===== config.mk =====
export PLATFORM = sky130hd
export DESIGN_NAME = nanres_top
export DESIGN_NICKNAME = d
export VERILOG_FILES = /design/src/rtl/nanres_pkg.sv /design/src/rtl/nanres_classify.sv /design/src/rtl/nanres_lane.sv /design/src/rtl/nanres_top.sv
export SDC_FILE = /design/constraint.sdc
export NUM_CORES = 1
export LEC_CHECK = 0
export BUFFER_PORTS_ARGS = -buffer_cell sky130_fd_sc_hd__clkbuf_2
export CAP_MARGIN = 30
export CELL_PAD_IN_SITES_DETAIL_PLACEMENT = 1
export CELL_PAD_IN_SITES_GLOBAL_PLACEMENT = 2
export CORE_MARGIN = 3
export CORE_UTILIZATION = 24
export DETAILED_ROUTE_END_ITERATION = 6
export HOLD_SLACK_MARGIN = 0.05
export PLACE_DENSITY_LB_ADDON = 0.1
export SLEW_MARGIN = 0
export SYNTH_ARGS = -nofsm -noshare
export SYNTH_HDL_FRONTEND = slang
export SYNTH_SLANG_ARGS = --single-unit

===== constraint.sdc =====
create_clock -name clk -period 1 [get_ports clk]
set_input_delay 0.05 -clock clk [delete_from_list [all_inputs] [get_ports clk]]
set_output_delay 0.05 -clock clk [all_outputs]
set_load 0.02 [all_outputs]

===== src/rtl/nanres_pkg.sv =====
package nanres_pkg;
  localparam int LANE_W   = 32;
  localparam int EXP_MSB  = 30;
  localparam int EXP_LSB  = 23;
  localparam int QUIET_B  = 22;
  localparam int FRAC_W   = EXP_LSB;
  localparam logic [LANE_W-1:0] DEFAULT_QNAN = 32'hFFC0_0000;

  typedef struct packed {
    logic              ovr;
    logic              inv;
    logic [LANE_W-1:0] val;
  } lane_res_t;

  function automatic logic [LANE_W-1:0] make_quiet(input logic [LANE_W-1:0] x);
    logic [LANE_W-1:0] r;
    r = x;
    r[QUIET_B] = 1'b1;
    return r;
  endfunction
endpackage


===== src/rtl/nanres_classify.sv =====
module nanres_classify
  import nanres_pkg::*;
(
  input  logic [LANE_W-1:0] word,
  output logic              is_nan,
  output logic              is_snan
);
  logic exp_ones;
  logic frac_nz;

  always_comb begin
    exp_ones = &word[EXP_MSB:EXP_LSB];
    frac_nz  = |word[FRAC_W-1:0];
    is_nan   = exp_ones && frac_nz;
    is_snan  = is_nan && !word[QUIET_B];
  end
endmodule


===== src/rtl/nanres_lane.sv =====
module nanres_lane
  import nanres_pkg::*;
(
  input  logic [LANE_W-1:0] a,
  input  logic [LANE_W-1:0] b,
  input  logic              dp_inv,
  input  logic              one_op,
  output lane_res_t         res
);
  logic a_nan, a_snan, b_nan_raw, b_snan_raw;
  logic b_nan, b_snan;

  nanres_classify u_cls_a (.word(a), .is_nan(a_nan),     .is_snan(a_snan));
  nanres_classify u_cls_b (.word(b), .is_nan(b_nan_raw), .is_snan(b_snan_raw));

  always_comb begin
    b_nan  = b_nan_raw  && !one_op;
    b_snan = b_snan_raw && !one_op;
    res    = '0;
    if (a_nan) begin
      res.ovr = 1'b1;
      res.val = make_quiet(a);
    end else if (b_nan) begin
      res.ovr = 1'b1;
      res.val = make_quiet(b);
    end else if (dp_inv) begin
      res.ovr = 1'b1;
      res.val = DEFAULT_QNAN;
    end
    res.inv = a_snan || b_snan || dp_inv;
  end

  always_comb begin
    if (res.inv && !res.ovr)
      assert (1'b0) else $error("AST_INV_WITHOUT_OVR");
    if (res.ovr && !(&res.val[EXP_MSB:EXP_LSB] && res.val[QUIET_B]))
      assert (1'b0) else $error("AST_OVR_NOT_QUIET");
    if (!a_nan && !b_nan && !dp_inv && (res.ovr || res.val != '0))
      assert (1'b0) else $error("AST_CLEAN_NO_OVR");
  end
endmodule


===== src/rtl/nanres_top.sv =====
module nanres_top
  import nanres_pkg::*;
#(
  parameter int LANES   = 4,
  parameter bit REG_OUT = 1'b1
) (
  input  logic                     clk,
  input  logic                     rst_n,
  input  logic                     in_valid,
  input  logic                     one_op,
  input  logic [LANES*LANE_W-1:0]  src1,
  input  logic [LANES*LANE_W-1:0]  src2,
  input  logic [LANES-1:0]         dp_invalid,
  output logic                     out_valid,
  output logic [LANES-1:0]         ovr_valid,
  output logic [LANES*LANE_W-1:0]  ovr_value,
  output logic [LANES-1:0]         inv_flag
);
  localparam int DW = LANES * LANE_W;

  logic [LANES-1:0] ovr_d, inv_d;
  logic [DW-1:0]    val_d;

  for (genvar g = 0; g < LANES; g++) begin : g_lane
    lane_res_t r;
    nanres_lane u_lane (
      .a      (src1[g*LANE_W +: LANE_W]),
      .b      (src2[g*LANE_W +: LANE_W]),
      .dp_inv (dp_invalid[g]),
      .one_op (one_op),
      .res    (r)
    );
    assign ovr_d[g]                 = r.ovr;
    assign inv_d[g]                 = r.inv;
    assign val_d[g*LANE_W +: LANE_W] = r.val;
  end

  if (REG_OUT) begin : g_reg
    logic             vld_q;
    logic [LANES-1:0] ovr_q, inv_q;
    logic [DW-1:0]    val_q;
    logic [LANES-1:0] ovr_n, inv_n;
    logic [DW-1:0]    val_n;
    logic             cap_en;

    always_comb begin
      cap_en = in_valid;
      ovr_n  = cap_en ? ovr_d : ovr_q;
      inv_n  = cap_en ? inv_d : inv_q;
      val_n  = cap_en ? val_d : val_q;
    end

    always_ff @(posedge clk or negedge rst_n) begin
      if (!rst_n) begin
        vld_q <= 1'b0;
        ovr_q <= '0;
        inv_q <= '0;
        val_q <= '0;
      end else begin
        vld_q <= in_valid;
        ovr_q <= ovr_n;
        inv_q <= inv_n;
        val_q <= val_n;
      end
    end

    assign out_valid = vld_q;
    assign ovr_valid = ovr_q;
    assign inv_flag  = inv_q;
    assign ovr_value = val_q;

    AST_VALID_FOLLOWS: assert property (@(posedge clk) disable iff (!rst_n)
      in_valid |=> out_valid) else $error("AST_VALID_FOLLOWS");
    AST_IDLE_DROPS: assert property (@(posedge clk) disable iff (!rst_n)
      !in_valid |=> !out_valid) else $error("AST_IDLE_DROPS");
    AST_IDLE_HOLDS: assert property (@(posedge clk) disable iff (!rst_n)
      !in_valid |=> $stable(ovr_value) && $stable(ovr_valid) && $stable(inv_flag))
      else $error("AST_IDLE_HOLDS");
    AST_DPINV_FLAGS: assert property (@(posedge clk) disable iff (!rst_n)
      in_valid && (dp_invalid != '0) |=> (inv_flag & $past(dp_invalid)) == $past(dp_invalid))
      else $error("AST_DPINV_FLAGS");
  end else begin : g_comb
    assign out_valid = in_valid;
    assign ovr_valid = ovr_d;
    assign inv_flag  = inv_d;
    assign ovr_value = val_d;
  end
endmodule


* Yosys cells after proc, flatten, opt, wreduce, memory -nomap -nowiden
Cells that the tools add are included.
** Storage, ports and cells
- Bits in writable memories :: 0
- Memories :: 0
- Bits in read-only memories :: 0
- Logic and storage cells :: 85
- Register bits :: 137
- Latch bits :: 0
- Output and inout bits :: 137
- Input bits :: 264
** Cells by class
- Add/sub/neg operators :: 0
- Muxes and demuxes :: 24
- Div/mod/pow operators :: 0
- Bitwise gates (word level) :: 0
- Order comparisons :: 0
- Shift-type cells :: 0
- Reduce and logical (&&, ||, !) cells :: 57
- Multiply operators :: 0
- Eq/ne operators :: 0
** Operator list (count)
- 32-bit 2-to-1 mux :: 12
- 23-bit OR reduction :: 8
- 8-bit AND reduction :: 8
- 1-bit logical AND :: 24
- 1-bit 2-to-1 mux :: 12
- 1-bit zero test :: 9
- 1-bit logical OR :: 8

* Longest topological paths before layout
Gate-level depths: netlist (run 1).
- Word-level depth :: 6
- Mapped depth :: 7
- Gate-level depth less buffers :: 5

* Cells and area by module
From an unflattened synthesis (run 1), not the netlist that was laid out.
** Second synthesis, totals
- Cell total of the unflattened synthesis :: 828
- Area, all modules :: 8205.4 µm²
** Modules (own cells, without submodules)
- nanres_top :: cells each 288, times used 1, area an instance 5222.5 µm²
- nanres_lane :: cells each 111, times used 4, area an instance 563.0 µm²
- nanres_classify :: cells each 12, times used 8, area an instance 91.3 µm²

* Least setup slack after synthesis (run 1)
No wires, ideal clock.
- Kind :: input -> register
- From :: input src2[59]
- To :: register g_reg.val_q[63], in the netlist ovr_value[63]
- Slack :: -0.558 ns
- Arrival :: 1.437 ns
- Library setup time :: 0.120 ns
- Required time :: 0.880 ns
- Stages :: 5
- Path buffers :: 0
- Cells stage by stage :: nand4_1 -> or4_1 -> a31oi_1 -> mux2_2 -> a31o_2
** Between the ends
- Word-level cells in the longest chain between the ends :: 5
** RTL lines
- from (decl) :: RTL line nanres_top.sv:12 : input logic [LANES*LANE_W-1:0] src2,
- 8-bit AND reduction :: RTL line nanres_classify.sv:12 : exp_ones = &word[EXP_MSB:EXP_LSB];
- 1-bit logical AND :: RTL line nanres_classify.sv:14 : is_nan = exp_ones && frac_nz;
- 1-bit logical AND :: RTL line nanres_lane.sv:17 : b_nan = b_nan_raw && !one_op;
- 32-bit 2-to-1 mux :: RTL line nanres_lane.sv:23 : end else if (b_nan) begin
- 32-bit 2-to-1 mux :: RTL line nanres_lane.sv:20 : if (a_nan) begin
- to (signal assigned) :: RTL line nanres_top.sv:63 : val_q <= val_n;
- to (decl) :: RTL line nanres_top.sv:41 : logic [DW-1:0] val_q;
Every way passes these cells.
A chain may end at the register's enable or synchronous reset.

* Final worst setup path (run 1)
- From :: input src1[47]
- To :: register g_reg.val_q[59], in the netlist ovr_value[59]
** Between the ends
- Word-level cells in the longest chain between the ends :: 3
** RTL lines
- from (decl) :: RTL line nanres_top.sv:11 : input logic [LANES*LANE_W-1:0] src1,
- 23-bit OR reduction :: RTL line nanres_classify.sv:13 : frac_nz = |word[FRAC_W-1:0];
- 1-bit logical AND :: RTL line nanres_classify.sv:14
- 32-bit 2-to-1 mux :: RTL line nanres_lane.sv:20
Every way passes these cells.

==> impl_metrics.env, run 1 <==
export IMPL_outcome="finished with violations"
export IMPL_violations="setup timing"
export IMPL_drive_gt1_frac=0.557
export IMPL_tightest_slew_ns=0.547
export IMPL_drt_pre_antenna_iters=4
export IMPL_hold_class="in2async"
export IMPL_cp_data_arrival_time_ns=1.67
export IMPL_totalNegativeSetupSlack_ns=-33.43
export IMPL_finalSetupViolations=259
export IMPL_r2r_end="ovr_value[65]"
export IMPL_synth_ff_type="dfrtp_1"
export IMPL_h_tree_depth=4
export IMPL_port_buffers=400
export IMPL_crit_required_ns=1.31
export IMPL_rr_worst_depth=3
export IMPL_stdcell_count=1741
export IMPL_power_leakage_nw=7.64
export IMPL_clock_skew_ns=0
export IMPL_cts_buffers=17
export IMPL_syn_area_mm2=0.00634
export IMPL_clock_sinks=133
export IMPL_period_needed_ns=1.36
export IMPL_ys_seq_elements=133
export IMPL_die_w_um=169
export IMPL_row_count=58
export IMPL_ys_warnings_count=0
export IMPL_setup_slack_ns=-0.359
export IMPL_drt_iter0_markers=353
export IMPL_overflow=0
export IMPL_end_kind="flop"
export IMPL_fmax_mhz=736
export IMPL_clk_pin_slew_ns=0.06
export IMPL_grt_pass1_wl_mm=54.7
export IMPL_core_area_mm2=0.0255
export IMPL_timing_final_crit_share=1.36
export IMPL_seq_area_frac_synth=0.525
export IMPL_worstPathMaxFanout=6
export IMPL_yosysUniqueCellTypes=33
export IMPL_mostFrequentLayoutCells="clkbuf_2 (231), buf_4 (226), dlygate4sd3_1 (151)"
export IMPL_rrSetupSlack_ns=-0.06
export IMPL_synth_cells=595
export IMPL_relSlewSlack=0.632
export IMPL_die_height_um=169
export IMPL_grt_usage=0.248
export IMPL_hold_slack_ns=0.0480
export IMPL_clk_latency_ns=0.42
export IMPL_power_density_mw_per_mm2=1010
export IMPL_wl_per_cell_um=21.7
export IMPL_crit_start="src1[47]"
export IMPL_nNetsFinal=1663
export IMPL_clockBufferDepth=2
export IMPL_hold_viol_final=0
export IMPL_final_max_slew_viol_count=0
export IMPL_cap_violations=0
export IMPL_startpoint_type="primary input"
export IMPL_peakVddDrop_mv=0.609
export IMPL_area_growth_pct=139
export IMPL_cts_tree="built"
export IMPL_dp_cells=1460
export IMPL_io_pin_count=401
export IMPL_drt_vias_per_instance=4.85
export IMPL_drc_errors=0
export IMPL_postRouteAntennaNets=0
export IMPL_wl_mm=37.8
export IMPL_synthArstFlopShare=1.00
export IMPL_syn_nets=859
export IMPL_vias=8451
export IMPL_synth_top_area_frac=0.525
export IMPL_place_gp_congestion=0.807
export IMPL_synth_edf_count=0
export IMPL_cts_root_buf="clkbuf_16"
export IMPL_grt_pass1_vias=9264
export IMPL_start_util=0.248
export IMPL_dpl_hpwl_mm=24.4
export IMPL_dpl_cell_area_mm2=0.0103
export IMPL_crit_type="in2reg"
export IMPL_r2r_start="ovr_value[65]"
export IMPL_endpoint="ovr_value[59]"
export IMPL_die_area_mm2=0.0284
export IMPL_finalPower_mw=15.4
export IMPL_synth_top_area_cell="dfrtp_1"
export IMPL_ys_top_cells_by_area="dfrtp_1 (52%), o2bb2ai_1 (8.1%), a21o_1 (6.5%)"
export IMPL_layout_commonest_cell="clkbuf_2"
export IMPL_fillers=2753
export IMPL_final_area_mm2=0.0152
export IMPL_grt_antenna_before_repair=1
export IMPL_grt_max_degree=75
export IMPL_syn_area_per_cell_um2=10.7
export IMPL_grt_setup_unrepaired="true"
-- worst min-delay path by stage --
stage / startpoint / endpoint / slack (ns) / depth (start not counted)
floorplan: rst_n / inv_flag[0] / -0.25 / 0
global placement: rst_n / ovr_value[46] / -0.08 / 1
detailed placement: rst_n / ovr_value[46] / -0.08 / 1
CTS: dp_invalid[1] / ovr_value[61] / 0.04 / 3
global route: rst_n / ovr_value[37] / 0.06 / 2
finish: rst_n / ovr_value[37] / 0.05 / 2
-- routing by layer --
metal / share of wire / global-route usage / vias to the layer above
met5: 0 / 0 / -
li1: - / - / 3888
met4: 0.021 / 0.0679 / 0
met2: 0.54 / 0.459 / 288
met3: 0.059 / 0.0633 / 47
met1: 0.38 / 0.284 / 4228
-- logic make-up (layout without fill, tap and decap cells) --
family,Yosys count,in the layout,share of synthesized area
AO/OA/AOI/OAI,203,203,0.265
AND/OR/NAND/NOR,203,208,0.166
flip-flops,133,133,0.525
buffers and inverters,50,860,0.0341
multiplexers,6,6,0.0103
other,0,1,0
-- metrics by stage --
stage          setup slack, ns  utilization
6_report                -0.359        0.594
5_1_grt                 -0.391        0.594
4_1_cts                 -0.386        0.552
3_5_place_dp            -0.904        0.405
3_3_place_gp            -0.918        0.405
2_1_floorplan           -0.520            -
-- timing repair --
| action | in CTS | in global routing |
|---|---|---|
| resized for setup | 233 | 334 |
| hold endpoints to repair | 231 | 0 |
| endpoints found under the setup margin | 268 | 269 |
| gates cloned | 12 | 5 |
| buffers inserted | 51 | 45 |
| pin swaps | 28 | 50 |
| hold buffers | 151 | 0 |
-- cell type report --
cell class | count | area, um^2 | share of cell area
flip-flops and latches | 133 | 3330 | 0.219
clock buffers | 19 | 453 | 0.0298
inverters | 6 | 22.5 | 0.00148
diodes | 1 | 2.50 | 0.000165
well taps | 330 | 413 | 0.0272
multi-input cells | 417 | 3540 | 0.233
repair buffers | 824 | 7320 | 0.482
clock inverters | 11 | 106 | 0.00700
-- sequential cells by signal (all words and copies together), names as in the netlist --
register,count
ovr_value,127
out_valid,1
inv_flag,4
ovr_valid,1
-- cells in the mapped netlist (3+ instances only) --
cell       count
clkbuf_1      29
a21o_1        55
nor4_1        42
a221o_1       30
o21a_1        38
o2bb2ai_1     59
buf_4          4
inv_1          6
nor3_1         8
a31o_2         4
dfrtp_1      133
nor2_1        16
buf_2         11
mux2_2         4
o221ai_1       3
o21ai_1        3
a21oi_1        4
nand2_1       74
nor2b_1       30
nand4_1       19
-- critical path, cell delays in order --
cell      delay, ns
clkbuf_2       0.11
nor4_4         0.31
nand4_1        0.19
o21ai_4        0.30
or4b_4         0.56
o21a_1         0.14
-- power by group --
| part | leakage (nW) | internal (mW) | total (mW) | switching (mW) |
|---|---|---|---|---|
| registers | 1.73 | 5.57 | 5.74 | 0.169 |
| logic | 5.64 | 2.03 | 3.57 | 1.54 |
| clock network | 0.267 | 3.53 | 6.09 | 2.56 |
| total | 7.64 | 11.1 | 15.4 | 4.27 |
Note: power is estimated with default switching activity, not from simulation.
==> run 2, diff against run 1 <==
--- a/config.mk
+++ b/config.mk
@@ -13,4 +13,5 @@
 export CORE_UTILIZATION = 24
 export DETAILED_ROUTE_END_ITERATION = 6
+export GPL_ROUTABILITY_DRIVEN = 0
 export HOLD_SLACK_MARGIN = 0.05
 export PLACE_DENSITY_LB_ADDON = 0.1
==> constraint.sdc (replaced) <==
create_clock -name clk -period 1 [get_ports clk]
set_input_delay 0.05 -clock clk [delete_from_list [all_inputs] [get_ports clk]]
set_output_delay 0.05 -clock clk [all_outputs]
set_load 0.005 [all_outputs]
==> run 2 against run 1 <==
Net effect:
- the run still ends with setup timing left
- sequential cell count did not move
- setup slack got worse by 0.020 ns
- critical path depth did not move
- sequential share of layout area rose by 1.4 points
- clock skew did not move
- register-to-register slack improved by 0.10 ns
- die area did not move
- non-clock buffer count fell by 4
- fmax fell by 1.4%
- global-route usage fell by 0.67 points
- clock-buffer cell count did not move
- critical path type unchanged
- highest routed layer unchanged
==> impl_metrics.env, run 2 (synthesized netlist as in run 1, its figures left out) <==
export IMPL_hold_viol_final=0
export IMPL_clock_sinks=133
export IMPL_drive_gt1_frac=0.558
export IMPL_drt_pre_antenna_iters=6
export IMPL_die_height_um=169
export IMPL_cp_data_arrival_time_ns=1.69
export IMPL_met3_length_mm=2.62
export IMPL_hold_class="in2async"
export IMPL_cts_tree="built"
export IMPL_grt_pass1_vias=8998
export IMPL_final_max_slew_viol_count=0
export IMPL_outcome="finished with violations"
export IMPL_vias=8354
export IMPL_clock_skew_ns=0
export IMPL_end_kind="flop"
export IMPL_grt_usage=0.242
export IMPL_cts_buffers=17
export IMPL_power_density_mw_per_mm2=1040
export IMPL_clockBufferDepth=2
export IMPL_grt_max_degree=75
export IMPL_io_pin_count=401
export IMPL_drt_vias_per_instance=4.81
export IMPL_die_w_um=169
export IMPL_clk_pin_slew_ns=0.06
export IMPL_largest_reg_flops=127
export IMPL_drt_iter0_markers=297
export IMPL_clk_latency_ns=0.42
export IMPL_wl_mm=36.7
export IMPL_r2r_end="ovr_value[127]"
export IMPL_grt_pass1_wl_mm=53.2
export IMPL_nNetsFinal=1659
export IMPL_routedLengthMet1_mm=14.1
export IMPL_crit_required_ns=1.31
export IMPL_grt_antenna_before_repair=0
export IMPL_worst_path_buf_inv=1
export IMPL_port_buffers=400
export IMPL_stdcell_count=1736
export IMPL_rr_worst_depth=3
export IMPL_mostFrequentLayoutCells="clkbuf_2 (351), buf_4 (217), dlygate4sd3_1 (151)"
export IMPL_tightest_slew_ns=0.578
export IMPL_overflow=0
export IMPL_peakVddDrop_mv=0.604
export IMPL_fmax_mhz=725
export IMPL_power_leakage_nw=7.37
export IMPL_rrSetupSlack_ns=0.04
export IMPL_cp_top_family="simple AND/OR/NAND/NOR gates"
export IMPL_dpl_hpwl_mm=24.4
export IMPL_fillers=2866
export IMPL_hold_slack_ns=0.0488
export IMPL_violations="setup timing"
export IMPL_wl_per_cell_um=21.1
export IMPL_row_count=58
export IMPL_cp_slowest_cell="or4b_4"
export IMPL_dp_cells=1460
export IMPL_crit_type="in2reg"
export IMPL_relSlewSlack=0.614
export IMPL_cts_root_buf="clkbuf_16"
export IMPL_start_util=0.248
export IMPL_grt_setup_unrepaired="true"
export IMPL_crit_path_max_incr_delay_ns=0.56
export IMPL_startpoint_type="primary input"
export IMPL_worstPathMaxFanout=6
export IMPL_top_layer_used="met4"
export IMPL_diodes=0
export IMPL_timing_final_crit_share=1.38
export IMPL_core_area_mm2=0.0255
export IMPL_drc_errors=0
export IMPL_wl_met2_mm=19.2
export IMPL_postRouteAntennaNets=0
export IMPL_finalSetupViolations=147
export IMPL_r2r_start="ovr_value[127]"
export IMPL_cap_violations=0
export IMPL_cp_cell_sequence="buf_8, nor4_4, nand4_1, o21ai_4, or4b_4, o21a_1"
export IMPL_totalNegativeSetupSlack_ns=-33.53
export IMPL_setup_slack_ns=-0.379
export IMPL_area_growth_pct=125
export IMPL_period_needed_ns=1.38
export IMPL_die_area_mm2=0.0284
export IMPL_layout_commonest_cell="clkbuf_2"
export IMPL_h_tree_depth=4
run 2: cell types whose count changed in the layout (fill, tap and decap cells not counted), moves of 9 or more:
cell      change
buf_8        -37
clkbuf_8     -36
buf_4         -9
clkbuf_2    +120
buf_6        -49
run 2: metrics by stage:
| stage | setup slack, ns | utilization | instance area [um^2] | total power [mW] |
|---|---|---|---|---|
| finish | -0.379 | 0.558 | 14300 | 14.9 |
| global route | -0.400 | 0.558 | 14300 | 15.5 |
| CTS | -0.386 | 0.524 | 13400 | 14.7 |
| detailed placement | -0.904 | 0.405 | 10300 | 7.98 |
| global placement | -0.918 | 0.405 | 10300 | 7.96 |
| floorplan | -0.520 | - | 6740 | 6.26 |
run 2: area by class of cell:
cell class	instances	area, um^2	area share
clock inverter	11	106	0.00746
timing repair buffer	820	6340	0.445
clock buffer	19	453	0.0318
tap	330	413	0.0290
multi-input combinational	417	3590	0.252
sequential	133	3330	0.234
inverter	6	22.5	0.00158
run 2: worst register-to-register path: stages, from the launching register on:
cell and delay [ns]:
dfrtp_1 0.38, buf_4 0.14, o2bb2ai_1 0.12, a31o_4 0.20
run 2: worst max-delay path by stage:
stage | start | cells past startpoint | slack, ns | to
CTS | src2[50] | 7 | -0.39 | ovr_value[59]
global placement | src2[49] | 7 | -0.92 | ovr_value[60]
floorplan | src1[49] | 6 | -0.52 | ovr_value[57]
finish | src1[53] | 6 | -0.38 | ovr_value[59]
global route | src1[97] | 9 | -0.40 | ovr_value[96]
detailed placement | src2[0] | 8 | -0.90 | ovr_value[27]
run 2: where the power goes:
group	switching (mW)	internal, mW	leakage [nW]
Sequential	0.118	5.56	1.73
Clock	2.60	3.53	0.267
Combinational	1.30	1.76	5.37
run 2: what timing repair did:
| action | 4_1_cts | 5_1_grt |
|---|---|---|
| hold buffers | 151 | 0 |
| resized for setup | 90 | 145 |
| cloned | 12 | 7 |
| buffers inserted | 38 | 51 |
| pin swaps | 28 | 54 |
| setup endpoints to repair | 211 | 257 |
| endpoints found under the hold margin | 231 | 0 |
run 2: layer usage:
metal,vias to the layer above,GRT usage
met3,51,0.0635
met2,295,0.445
li1,3888,-
met5,-,0
met4,0,0.0612
met1,4120,0.278
==> run 3, diff against run 2 <==
- CORE_UTILIZATION: 24 -> 27
- SETUP_SLACK_MARGIN: not set -> 0.5
- SYNTH_HIERARCHICAL: not set -> 1
==> run 3 against run 2 <==
Net effect:
- the flow finishes with violations (hold timing, setup timing)
- combinational power rose by 2%
- clock power rose by 5.9%
- utilization is 4.5 points lower
- sequential cell count up 4
- setup slack worse by 0.089 ns
- critical path type unchanged
- clock-buffer cell count increased by 1
==> impl_metrics.env, run 3 <==
export IMPL_outcome="finished with violations"
export IMPL_violations="hold timing, setup timing"
export IMPL_finalPower_mw=15.5
export IMPL_synthXorXnorAreaFrac=0
export IMPL_synth_simple_area_share=0.181
export IMPL_rrSetupSlack_ns=0.07
export IMPL_tightest_slew_ns=0.425
export IMPL_cts_buffers=17
export IMPL_mostFrequentLayoutCells="clkbuf_2 (352), buf_4 (327), nand2_1 (150)"
export IMPL_worstPathMaxFanout=7
export IMPL_clock_sinks=137
export IMPL_core_area_mm2=0.0298
export IMPL_drive_gt1_frac=0.709
export IMPL_yosysUniqueCellTypes=23
export IMPL_synth_top_area_frac=0.418
export IMPL_synth_ff_type="dfrtp_1"
export IMPL_largest_reg_flops=128
export IMPL_syn_nets=1092
export IMPL_clk_pin_slew_ns=0.07
export IMPL_clock_skew_ns=0
export IMPL_cts_tree="built"
export IMPL_start_util=0.275
export IMPL_grt_setup_unrepaired="true"
export IMPL_grt_antenna_before_repair=1
export IMPL_dp_slack_ns=-0.956
export IMPL_clk_latency_ns=0.41
export IMPL_grt_pass1_vias=9793
export IMPL_drc_errors=0
export IMPL_seq_area_frac_synth=0.418
export IMPL_dp_cells=1798
export IMPL_synthArstFlopShare=1.00
export IMPL_die_w_um=180
export IMPL_die_area_mm2=0.0325
export IMPL_startpoint_type="primary input"
export IMPL_io_pin_count=401
export IMPL_finalSetupViolations=138
export IMPL_wl_per_cell_um=18.5
export IMPL_synth_edf_count=0
export IMPL_grt_pass1_wl_mm=54.1
export IMPL_postRouteAntennaNets=0
export IMPL_synthAdderAreaFrac=0
export IMPL_power_density_mw_per_mm2=1010
export IMPL_setup_slack_ns=-0.467
export IMPL_h_tree_depth=4
export IMPL_grt_usage=0.208
export IMPL_nNetsFinal=1803
export IMPL_row_count=63
export IMPL_ys_top_cells_by_area="dfrtp_1 (42%), mux2_2 (13%), nand2_1 (9.7%)"
export IMPL_r2r_start="ovr_value[18]"
export IMPL_final_core_util=0.513
export IMPL_hold_viol_final=139
export IMPL_area_growth_pct=86.4
export IMPL_syn_area_mm2=0.00821
export IMPL_final_max_slew_viol_count=0
export IMPL_ys_warnings_count=6
export IMPL_synthMuxAreaShare=0.249
export IMPL_grt_max_degree=34
export IMPL_cts_root_buf="clkbuf_16"
export IMPL_power_leakage_nw=7.78
export IMPL_stdcell_count=1943
export IMPL_synth_compound_area_share=0.0952
export IMPL_timing_final_crit_share=1.47
export IMPL_dpl_hpwl_mm=26.9
export IMPL_port_buffers=400
export IMPL_fmax_mhz=681
export IMPL_drt_pre_antenna_iters=4
export IMPL_synth_cells=828
export IMPL_layout_commonest_cell="clkbuf_2"
export IMPL_overflow=0
export IMPL_hold_slack_ns=-0.478
export IMPL_syn_area_per_cell_um2=9.91
export IMPL_crit_type="in2reg"
export IMPL_clockBufferDepth=2
export IMPL_wl_mm=36.0
export IMPL_rr_worst_depth=2
export IMPL_r2r_end="ovr_value[18]"
export IMPL_drt_iter0_markers=203
export IMPL_drt_vias_per_instance=4.69
export IMPL_hold_class="in2async"
export IMPL_synth_top_area_cell="dfrtp_1"
export IMPL_synth_top_family_by_area="multiplexers"
export IMPL_crit_required_ns=1.29
export IMPL_synth_most_common_cell="nand2_1"
export IMPL_fillers=3451
export IMPL_period_needed_ns=1.47
export IMPL_ys_seq_elements=137
export IMPL_end_kind="flop"
export IMPL_peakVddDrop_mv=0.879
export IMPL_synth_top_cells_by_count="nand2_1 (212), dfrtp_1 (137), o21ai_0 (128)"
export IMPL_vias=9119
export IMPL_cap_violations=0
export IMPL_relSlewSlack=0.716
export IMPL_cp_data_arrival_time_ns=1.76
export IMPL_die_height_um=180
-- run 3: cell count changes in the layout (fill, tap and decap cells not counted), moves of 45 or more --
cell           delta
dlygate4sd3_1   -151
mux2_4          +120
buf_4           +110
o21ai_1          +81
nand2_1          +79
a21o_1           -55
o2bb2ai_1        -52
o21ai_2          +45
-- run 3: final cells by class --
type / instances / area [um^2] / share of cell area
Antenna cell: 1 / 2.50 / 0.000164
Clock buffer: 20 / 447 / 0.0292
Clock inverter: 12 / 140 / 0.00916
Inverter: 4 / 15.0 / 0.000982
Multi-Input combinational cell: 624 / 5510 / 0.360
Sequential cell: 137 / 3430 / 0.224
Tap cell: 390 / 488 / 0.0319
Timing Repair Buffer: 755 / 5260 / 0.344
-- run 3: critical path: stages --
cell,delay (ns)
buf_6,0.10
or4_4,0.53
nor2_4,0.19
a211oi_4,0.09
nor2b_4,0.19
or3_4,0.35
mux2_4,0.26
-- run 3: worst max-delay path by stage --
stage | slack [ns] | cells after the start | startpoint | endpoint
floorplan | -0.95 | 9 | src2[100] | ovr_valid[3]
global placement | -1.0 | 7 | src2[112] | ovr_valid[3]
detailed placement | -0.96 | 7 | src2[112] | ovr_valid[3]
CTS | -0.41 | 7 | src2[66] | ovr_value[86]
global route | -0.48 | 7 | src2[90] | ovr_value[92]
finish | -0.47 | 7 | src2[4] | ovr_valid[0]
-- run 3: layer usage --
metal,track usage,part of all wire,wire (um)
met1,0.254,0.41,14600
met2,0.371,0.52,18800
met3,0.0466,0.053,1890
met4,0.0559,0.019,678
met5,0,0,0
-- run 3: per-stage QoR --
step / hold WS, ns / cell area (um^2) / TNS [ns]
after floorplan: -0.246 / 8510 / -86.35
after global placement: -0.0294 / 12600 / -117.02
after detailed placement: -0.0318 / 12600 / -117.41
after CTS: -0.489 / 14100 / -44.16
after global routing: -0.480 / 15300 / -55.64
final: -0.478 / 15300 / -49.05
-- run 3: kinds of logic (layout without fill, tap and decap cells) --
| group | Yosys count | after routing |
|---|---|---|
| simple gates | 304 | 308 |
| mux | 172 | 172 |
| compound gates | 144 | 144 |
| flops | 137 | 137 |
| buf+inv | 71 | 791 |
| other cells | 0 | 1 |
-- run 3: what timing repair did --
action,in CTS,in global routing
gates resized for setup,103,242
pin swaps,18,48
cloned,4,2
setup endpoints to repair,273,273
buffers inserted,77,29
endpoints found under the hold margin,182,176
-- run 3: report_power, final --
group	total, mW	internal, mW	switching, mW
Clock	6.49	3.78	2.71
Combinational	3.12	1.81	1.31
Sequential	5.88	5.76	0.127
Total	15.5	11.3	4.14
